### src/rtl/useq_pkg.sv
package useq_pkg;

  typedef enum logic [1:0] {
    BK_JUMP   = 2'b00,
    BK_CALL   = 2'b01,
    BK_RETURN = 2'b10,
    BK_MAP    = 2'b11
  } branchKind_e;

  typedef enum logic [1:0] {
    CS_ALWAYS   = 2'b00,
    CS_INDIRECT = 2'b01,
    CS_SIGN     = 2'b10,
    CS_ZERO     = 2'b11
  } condSel_e;

  // Strobes from the branch control to the address datapath.
  // All zero means "step to the next sequential address".
  typedef struct packed {
    logic takeTarget;
    logic saveReturn;
    logic takeReturn;
    logic takeMap;
  } seqStrobes_t;

endpackage

### src/rtl/useq_branch_ctl.sv
module useq_branch_ctl
  import useq_pkg::*;
#(
  parameter int DATA_W = 16
) (
  input  logic [1:0]        condSel,
  input  logic [1:0]        branchKind,
  input  logic              indirectBit,
  input  logic [DATA_W-1:0] acWord,
  output seqStrobes_t       strobes
);

  logic acIsZero;
  logic acSign;
  logic condMet;

  assign acIsZero = (acWord == '0);
  assign acSign   = acWord[DATA_W-1];

  // Status-bit multiplexer.
  always_comb begin
    case (condSel)
      CS_ALWAYS:   condMet = 1'b1;
      CS_INDIRECT: condMet = indirectBit;
      CS_SIGN:     condMet = acSign;
      default:     condMet = acIsZero;
    endcase
  end

  // Branch kind decode into datapath strobes.
  always_comb begin
    strobes = '0;
    case (branchKind)
      BK_JUMP: begin
        strobes.takeTarget = condMet;
      end
      BK_CALL: begin
        strobes.takeTarget = condMet;
        strobes.saveReturn = condMet;
      end
      BK_RETURN: begin
        strobes.takeReturn = 1'b1;
      end
      default: begin
        strobes.takeMap = 1'b1;
      end
    endcase
  end

endmodule

### src/rtl/useq_addr_path.sv
module useq_addr_path
  import useq_pkg::*;
#(
  parameter int ADDR_W     = 7,
  parameter int OPC_W      = 4,
  parameter int MAP_SHIFT  = 2,
  parameter int RESET_ADDR = 64
) (
  input  logic              clk,
  input  logic              rst,
  input  seqStrobes_t       strobes,
  input  logic [ADDR_W-1:0] branchTarget,
  input  logic [OPC_W-1:0]  opcodeBits,
  output logic [ADDR_W-1:0] ctlAddr,
  output logic [ADDR_W-1:0] retAddr
);

  localparam logic [ADDR_W-1:0] START_ADDR = ADDR_W'(RESET_ADDR);
  localparam logic [ADDR_W-1:0] ONE        = ADDR_W'(1);

  logic [ADDR_W-1:0] seqAddr;
  logic [ADDR_W-1:0] mapAddr;
  logic [ADDR_W-1:0] nextAddr;

  // Modulo increment: wraps from the top address to zero.
  assign seqAddr = ctlAddr + ONE;

  // Opcode lands at a routine boundary of 2**MAP_SHIFT words,
  // every other address bit cleared.
  always_comb begin
    mapAddr = '0;
    mapAddr[MAP_SHIFT +: OPC_W] = opcodeBits;
  end

  always_comb begin
    if (strobes.takeMap)         nextAddr = mapAddr;
    else if (strobes.takeReturn) nextAddr = retAddr;
    else if (strobes.takeTarget) nextAddr = branchTarget;
    else                         nextAddr = seqAddr;
  end

  always_ff @(posedge clk) begin
    if (rst) begin
      ctlAddr <= START_ADDR;
      retAddr <= '0;
    end else begin
      ctlAddr <= nextAddr;
      if (strobes.saveReturn) retAddr <= seqAddr;
    end
  end

endmodule

### src/rtl/useq_next_addr.sv
module useq_next_addr
  import useq_pkg::*;
#(
  parameter int ADDR_W     = 7,
  parameter int DATA_W     = 16,
  parameter int OPC_W      = 4,
  parameter int MAP_SHIFT  = 2,
  parameter int RESET_ADDR = 64
) (
  input  logic              clk,
  input  logic              rst,
  input  logic [1:0]        condSel,
  input  logic [1:0]        branchKind,
  input  logic [ADDR_W-1:0] branchTarget,
  input  logic              indirectBit,
  input  logic [OPC_W-1:0]  opcodeBits,
  input  logic [DATA_W-1:0] acWord,
  output logic [ADDR_W-1:0] ctlAddr
);

  seqStrobes_t       strobes;
  logic [ADDR_W-1:0] retAddr;

  useq_branch_ctl #(
    .DATA_W(DATA_W)
  ) u_ctl (
    .condSel    (condSel),
    .branchKind (branchKind),
    .indirectBit(indirectBit),
    .acWord     (acWord),
    .strobes    (strobes)
  );

  useq_addr_path #(
    .ADDR_W    (ADDR_W),
    .OPC_W     (OPC_W),
    .MAP_SHIFT (MAP_SHIFT),
    .RESET_ADDR(RESET_ADDR)
  ) u_path (
    .clk         (clk),
    .rst         (rst),
    .strobes     (strobes),
    .branchTarget(branchTarget),
    .opcodeBits  (opcodeBits),
    .ctlAddr     (ctlAddr),
    .retAddr     (retAddr)
  );

endmodule

### config.mk
export PLATFORM = sky130hd
export DESIGN_NAME = useq_next_addr
export DESIGN_NICKNAME = d
export VERILOG_FILES = /design/src/rtl/useq_pkg.sv /design/src/rtl/useq_branch_ctl.sv /design/src/rtl/useq_addr_path.sv /design/src/rtl/useq_next_addr.sv
export SDC_FILE = /design/constraint.sdc
export NUM_CORES = 1
export LEC_CHECK = 0
export ABC_AREA = 1
export ABC_CLOCK_PERIOD_IN_PS = 2000
export CAP_MARGIN = 40
export CORE_MARGIN = 2
export CORE_UTILIZATION = 25
export CTS_CLUSTER_SIZE = 8
export DETAILED_ROUTE_END_ITERATION = 10
export DONT_BUFFER_PORTS = 1
export GPL_TIMING_DRIVEN = 0
export HOLD_SLACK_MARGIN = 0.06
export RECOVER_POWER = 50
export SYNTH_ARGS = -nofsm -noshare
export SYNTH_HDL_FRONTEND = slang
export SYNTH_SLANG_ARGS = --single-unit
### constraint.sdc
create_clock -name clk -period 2 [get_ports clk]
set_clock_uncertainty 0.2 [all_clocks]
set_input_delay 0 -clock clk [delete_from_list [all_inputs] [get_ports clk]]
set_output_delay 0 -clock clk [all_outputs]
set_load 0.03 [all_outputs]
==> run_results.csv, run 1 <==
group,metric,value,unit
drt,ant_nets,0,
die,num_rows,21,
critical_path,r2r-end,"u_path.retAddr[6]",
critical_path,cp_data_required_time,2.00,ns
drt,initialDrtViolationCount,38,
yosys,yosysMostFrequentCell,"nand2_1",
critical_path,path_cells,"inv_1, nand2_1, o21ai_2, a21oi_4, dlygate4sd3_1, nand3_4, dlygate4sd3_1, nand2_1, nand2_1, a21oi_1",
pwr,seqPwrFrac,51.3,%
pwr,power_frac_clock,24.6,%
pwr,pwr-share-comb,24.1,%
job,cap_violations,0,
global_routing,grt_pass1_wl,4.08,mm
drt,drtPass1Iterations,4,
yosys,synthCells,137,
final_layout,area_delta_synth_final,43.4,%
pwr,p_sw_share,31.6,%
critical_path,crit_top_cell,"nand2_1",
clock_network,root_buffer,"clkbuf_4",
drt,via_count,926,
global_routing,antenna_found_initial,0,
pwr,power,650,uW
die,dieArea,0.00402,mm^2
die,ios,41,
yosys,syn_area_per_cell,6.44,um^2
critical_path,crit_path_max_fanout,8,
clock_network,clockBufferDepth,2,
global_routing,groute.usage.overall,12.9,%
yosys,synthArstFlopShare,0,%
sta,fmax,0.517,GHz
sta,rsz0062_at_grt,"false",
yosys,yosys_register_bits,14,
pwr,power_switching,205,uW
placed_design,gp_congestion,0.759,
drt,remaining_drc_errors,0,
placed_design,io_buffers,0,
critical_path,end_kind,"flop",
global_routing,grt_overflow_total,0,
critical_path,cpLargestDelayFamily,"buffers and inverters",
critical_path,critical-path-max-stage-delay,0.63,ns
yosys,yosys-top-cells-area,"dfxtp_1, nand2_1, nand3_1",
clock_network,clkSlewWorstSetupHoldPaths,0.09,ns
sta,tightest_slew,0.527,ns
critical_path,path_buf_inv,3,
yosys,ys_types,22,
critical_path,worstSetupStartpoint,"acWord[15]",
min_path,worstHoldPathCells,6,
die,initial_core_util,26.2,%
final_layout,finalInstanceArea,0.00126,mm^2
pwr,ir_drop,0.205,mV
yosys,ys.flop_type,"dfxtp_1",
critical_path,crit_path_start_kind,"input port",
die,core_area,0.00336,mm^2
final_layout,layout.nets,207,
sta,timing.hold.ws,0.0874,ns
critical_path,crit_type,"input port to flop",
clock_network,cts_tree,"built",
clock_network,post-cts-setup-buffer-count,0,
critical_path,reg2reg_slack,0.22,ns
yosys,yosysSeqAreaShare,31.8,%
yosys,synth_commonest_cells,"nand2_1, inv_1, nand3_1",
global_routing,grt_max_degree,11,
sta,slew-limit-headroom,64.8,%
yosys,synth_area,882,um^2
pwr,pwr_density_cell,514,mW/mm^2
drt,routed_via_density,4.29,
yosys,synth_edf_count,0,
critical_path,reg2reg_depth,7,
clock_network,cts_buffers,3,
yosys,yosysWarnings,0,
sta,drv_slew,0,
pwr,p_leak,0.000540,uW
drt,wl_per_cell,11.1,um
sta,final-hold-violation-count,0,
min_path,min_from,"condSel[1]",
critical_path,crit_slowest_cell,"dlygate4sd3_1",
clock_network,clock-sinks,14,
critical_path,reg2reg_from,"u_path.ctlAddr[0]",
sta,setup_viol,0,
yosys,mappedNetlistNets,172,
pwr,internal-power,444,uW
min_path,hold_path_class,"input port to flop",
global_routing,grt_pass1_vias,992,
die,die_w,63.4,um
sta,finalCriticalPeriod,1.93,ns
drt,wl,2.40,mm
die,dieHeight,63.4,um
sta,setup_tns,0,ns
clock_network,clock_latency,0.27,ns
final_layout,n_antenna_cell,0,
sta,finalCritPeriodShare,96.7,%
clock_network,htree_levels,1,
placed_design,place_area,940,um^2
placed_design,dp_hpwl,1.65,mm
run_status,status,"completed",
yosys,yosysTopAreaCell,"dfxtp_1",
final_layout,drive_above_1_share,9.41,%
critical_path,crit_arrival,1.94,ns
yosys,synth.top_cell.area_share,31.8,%
min_path,min_to,"u_path.ctlAddr[3]",
layer usage:
layer / wire length, um / up-vias / global-route usage, %
met5: 0 / - / 0
met1: 1030 / 406 / 14.6
met3: 141 / 4 / 3.57
met2: 1200 / 18 / 22.2
met4: 40 / 0 / 5.98
li1: - / 498 / -
worst max-delay path by stage:
stage               cells past startpoint                end
floorplan                               7  u_path.retAddr[6]
global placement                        7  u_path.retAddr[6]
detailed placement                      7  u_path.retAddr[6]
CTS                                     6  u_path.ctlAddr[1]
global route                           10  u_path.retAddr[4]
finish                                 10  u_path.retAddr[4]
state kept, by name, summed over array words and instances, names as in the netlist:
| register | cells |
|---|---|
| u_path.retAddr | 7 |
| u_path.ctlAddr | 7 |
stage by stage:
stage               std cells  utilization, %  worst slack [ns]
detailed placement        183            27.9             0.126
floorplan                 137               -             0.333
global placement          183            27.9             0.129
CTS                       218            38.1            0.0406
finish                    216            37.6            0.0668
global route              216            37.6            0.0101
power by group through the flow:
stage	logic, uW	registers (uW)	clock network (uW)
finish	157	333	160
global route	175	336	182
CTS	159	332	163
detailed placement	105	339	0
global placement	106	338	0
floorplan	86.8	335	0
kinds of logic after synthesis:
family | after synthesis | synth area share (%)
buf+inv | 27 | 12.2
fa+ha+maj | 1 | 1.42
compound gates | 19 | 14.0
xor+xnor | 5 | 4.97
simple gates | 71 | 35.6
flops | 14 | 31.8
cell usage in the layout (no fill, tap or decap):
cell and count:
a21oi_1 8, clkinv_4 1, dfxtp_2 2, ha_1 1
a21oi_4 1, inv_2 1, nand2_4 1, buf_2 1
o21ai_2 1, xor2_1 3, a21oi_2 3, o21ai_0 4
nand4_1 1, a31oi_1 2, dlygate4sd3_1 30, dfxtp_1 12
inv_1 23, nand2_2 1, nand3_1 17, clkbuf_4 3
nand3_4 1, clkbuf_1 1, xnor2_1 2, nand2_1 38
nor2_1 12
what timing repair did:
action / in CTS / in global routing
resized for setup: 0 / 2
endpoints found under the setup margin: 0 / 5
hold buffers: 32 / 0
endpoints found under the hold margin: 14 / 0
tightest hold or removal path, stage by stage:
cell and delay (ns):
nand2_1 0.10, inv_1 0.08, nand2_4 0.13, nand3_1 0.08, nand3_1 0.08, a21oi_1 0.05
final cells by class:
class	instances	area [um^2]
Tap cell	46	57.6
Clock buffer	3	22.5
Inverter	25	98.8
Buffer	2	8.76
Timing Repair Buffer	30	300
Fill cell	389	2100
Multi-Input combinational cell	96	494
Sequential cell	14	283
(Power assumes the default switching activity.)
==> run 2, diff against run 1 <==
--- a/config.mk
+++ b/config.mk
@@ -6,7 +6,7 @@
 export NUM_CORES = 1
 export LEC_CHECK = 0
 export ABC_AREA = 1
-export ABC_CLOCK_PERIOD_IN_PS = 2000
+export ABC_CLOCK_PERIOD_IN_PS = 1800
 export CAP_MARGIN = 40
 export CORE_MARGIN = 2
 export CORE_UTILIZATION = 25
==> constraint.sdc (replaced) <==
create_clock -name clk -period 1.8 [get_ports clk]
set_clock_uncertainty 0.2 [all_clocks]
set_input_delay 0 -clock clk [delete_from_list [all_inputs] [get_ports clk]]
set_output_delay 0 -clock clk [all_outputs]
set_load 0.03 [all_outputs]
==> run_results.csv, run 2 (synthesis gave the netlist of run 1 again) <==
group,metric,value,unit
global_routing,grt_overflow_total,0,
drt,drtPass1Iterations,4,
drt,wl_per_cell,11.3,um
clock_network,clock-sinks,14,
pwr,pwr-share-comb,23.6,%
drt,routed_via_density,4.37,
sta,finalCritPeriodShare,91.0,%
final_layout,final_common_cell,"nand2_1",
pwr,power_switching,226,uW
final_layout,layout_common_cells,"nand2_1, dlygate4sd3_1, inv_1",
critical_path,crit_type,"flop to flop",
clock_network,clock_latency,0.28,ns
clock_network,clockBufferDepth,2,
clock_network,cts_tree,"built",
job,cap_violations,0,
die,die_w,63.4,um
clock_network,htree_levels,1,
die,initial_core_util,26.2,%
critical_path,crit_arrival,1.65,ns
pwr,p_leak,0.000519,uW
die,num_rows,21,
sta,fmax,0.610,GHz
run_status,status,"completed",
global_routing,antenna_found_initial,0,
sta,rsz0062_at_grt,"false",
global_routing,groute.usage.overall,13.1,%
global_routing,grt_pass1_vias,966,
placed_design,dp_hpwl,1.65,mm
clock_network,root_buffer,"clkbuf_4",
drt,remaining_drc_errors,0,
pwr,pwr_density_cell,575,mW/mm^2
drt,via_count,927,
drt,ant_nets,0,
pwr,ir_drop,0.226,mV
die,core_area,0.00336,mm^2
placed_design,dp_cells,183,
clock_network,cts_buffers,3,
sta,setup_viol,0,
drt,wl,2.39,mm
final_layout,n_antenna_cell,0,
pwr,internal-power,488,uW
final_layout,reg_top3,"u_path.ctlAddr: 7 flops, u_path.retAddr: 7 flops",
final_layout,layout.nets,203,
pwr,seqPwrFrac,51.9,%
pwr,power,713,uW
die,dieHeight,63.4,um
global_routing,grt_pass1_wl,4.13,mm
critical_path,end_kind,"flop",
sta,drv_slew,0,
critical_path,crit_path_start_kind,"flop",
placed_design,gp_congestion,0.759,
sta,finalCriticalPeriod,1.64,ns
sta,tightest_slew,0.547,ns
global_routing,grt_max_degree,11,
critical_path,cp_data_required_time,1.81,ns
die,ios,41,
final_layout,area_delta_synth_final,40.7,%
final_layout,drive_above_1_share,12.0,%
clock_network,clkSlewWorstSetupHoldPaths,0.08,ns
drt,initialDrtViolationCount,22,
pwr,p_sw_share,31.7,%
final_layout,stdcell_count,212,
sta,slew-limit-headroom,63.5,%
critical_path,crit_path_max_fanout,4,
sta,final-hold-violation-count,0,
min_path,hold_path_class,"input port to flop",
die,dieArea,0.00402,mm^2
pwr,power_frac_clock,24.6,%
placed_design,io_buffers,0,
[run 2: layout make-up]
class                           instances  area, um^2
Fill cell                             393        2120
Multi-Input combinational cell         96         504
Sequential cell                        14         289
Timing Repair Buffer                   26         260
Inverter                               25        98.8
Tap cell                               46        57.6
Clock buffer                            3        22.5
Buffer                                  2        8.76
[run 2: path summary, 6_finish.rpt]
kind,startpoint,cells past startpoint,end,slack (ns)
max,u_path.ctlAddr[0],7,u_path.retAddr[6],0.16
min,branchKind[1],5,u_path.retAddr[0],0.06
max reg2reg,u_path.ctlAddr[0],7,u_path.retAddr[6],0.16
min reg2reg,u_path.retAddr[1],2,u_path.retAddr[1],0.27
[run 2: power groups by stage]
stage	Combinational, uW	Clock (uW)	Sequential (uW)
6_report	168	175	370
5_1_grt	188	200	373
4_1_cts	165	181	370
3_5_place_dp	117	0	377
3_3_place_gp	117	0	376
2_1_floorplan	96.5	0	372
[run 2: layer usage]
layer	routed length, um	part of all wire [%]	global-route usage [%]
met5	0	0	0
met2	1170	49	22.5
met1	1050	44	15.5
met3	137	5.7	3.57
met4	35	1.5	4.89
[run 2: metrics by stage]
step | area [um^2] | hold WS, ns | setup WS [ns] | setup TNS (ns) | utilization [%]
floorplan | 882 | -0.0366 | 0.133 | 0 | -
global placement | 940 | -0.00501 | -0.0713 | -0.105 | 27.9
detailed placement | 940 | -0.00634 | -0.0735 | -0.117 | 27.9
CTS | 1220 | 0.0633 | 0.0407 | 0 | 36.4
global route | 1240 | 0.0822 | 0.0237 | 0 | 36.9
finish | 1240 | 0.0582 | 0.162 | 0 | 36.9
[run 2: what timing repair did]
action                                  in CTS  in global routing
endpoints found under the setup margin       2                  2
hold endpoints to repair                    14                  0
buffers inserted                             0                  0
hold buffers                                26                  0
gates resized for setup                      2                  5
[run 2: critical path, cell delays in order (launching register included)]
cell     delay [ns]
dfxtp_4        0.42
ha_1           0.22
inv_1          0.06
nor2_2         0.13
nand3_1        0.13
xnor2_2        0.20
nand2_1        0.09
a21oi_2        0.12
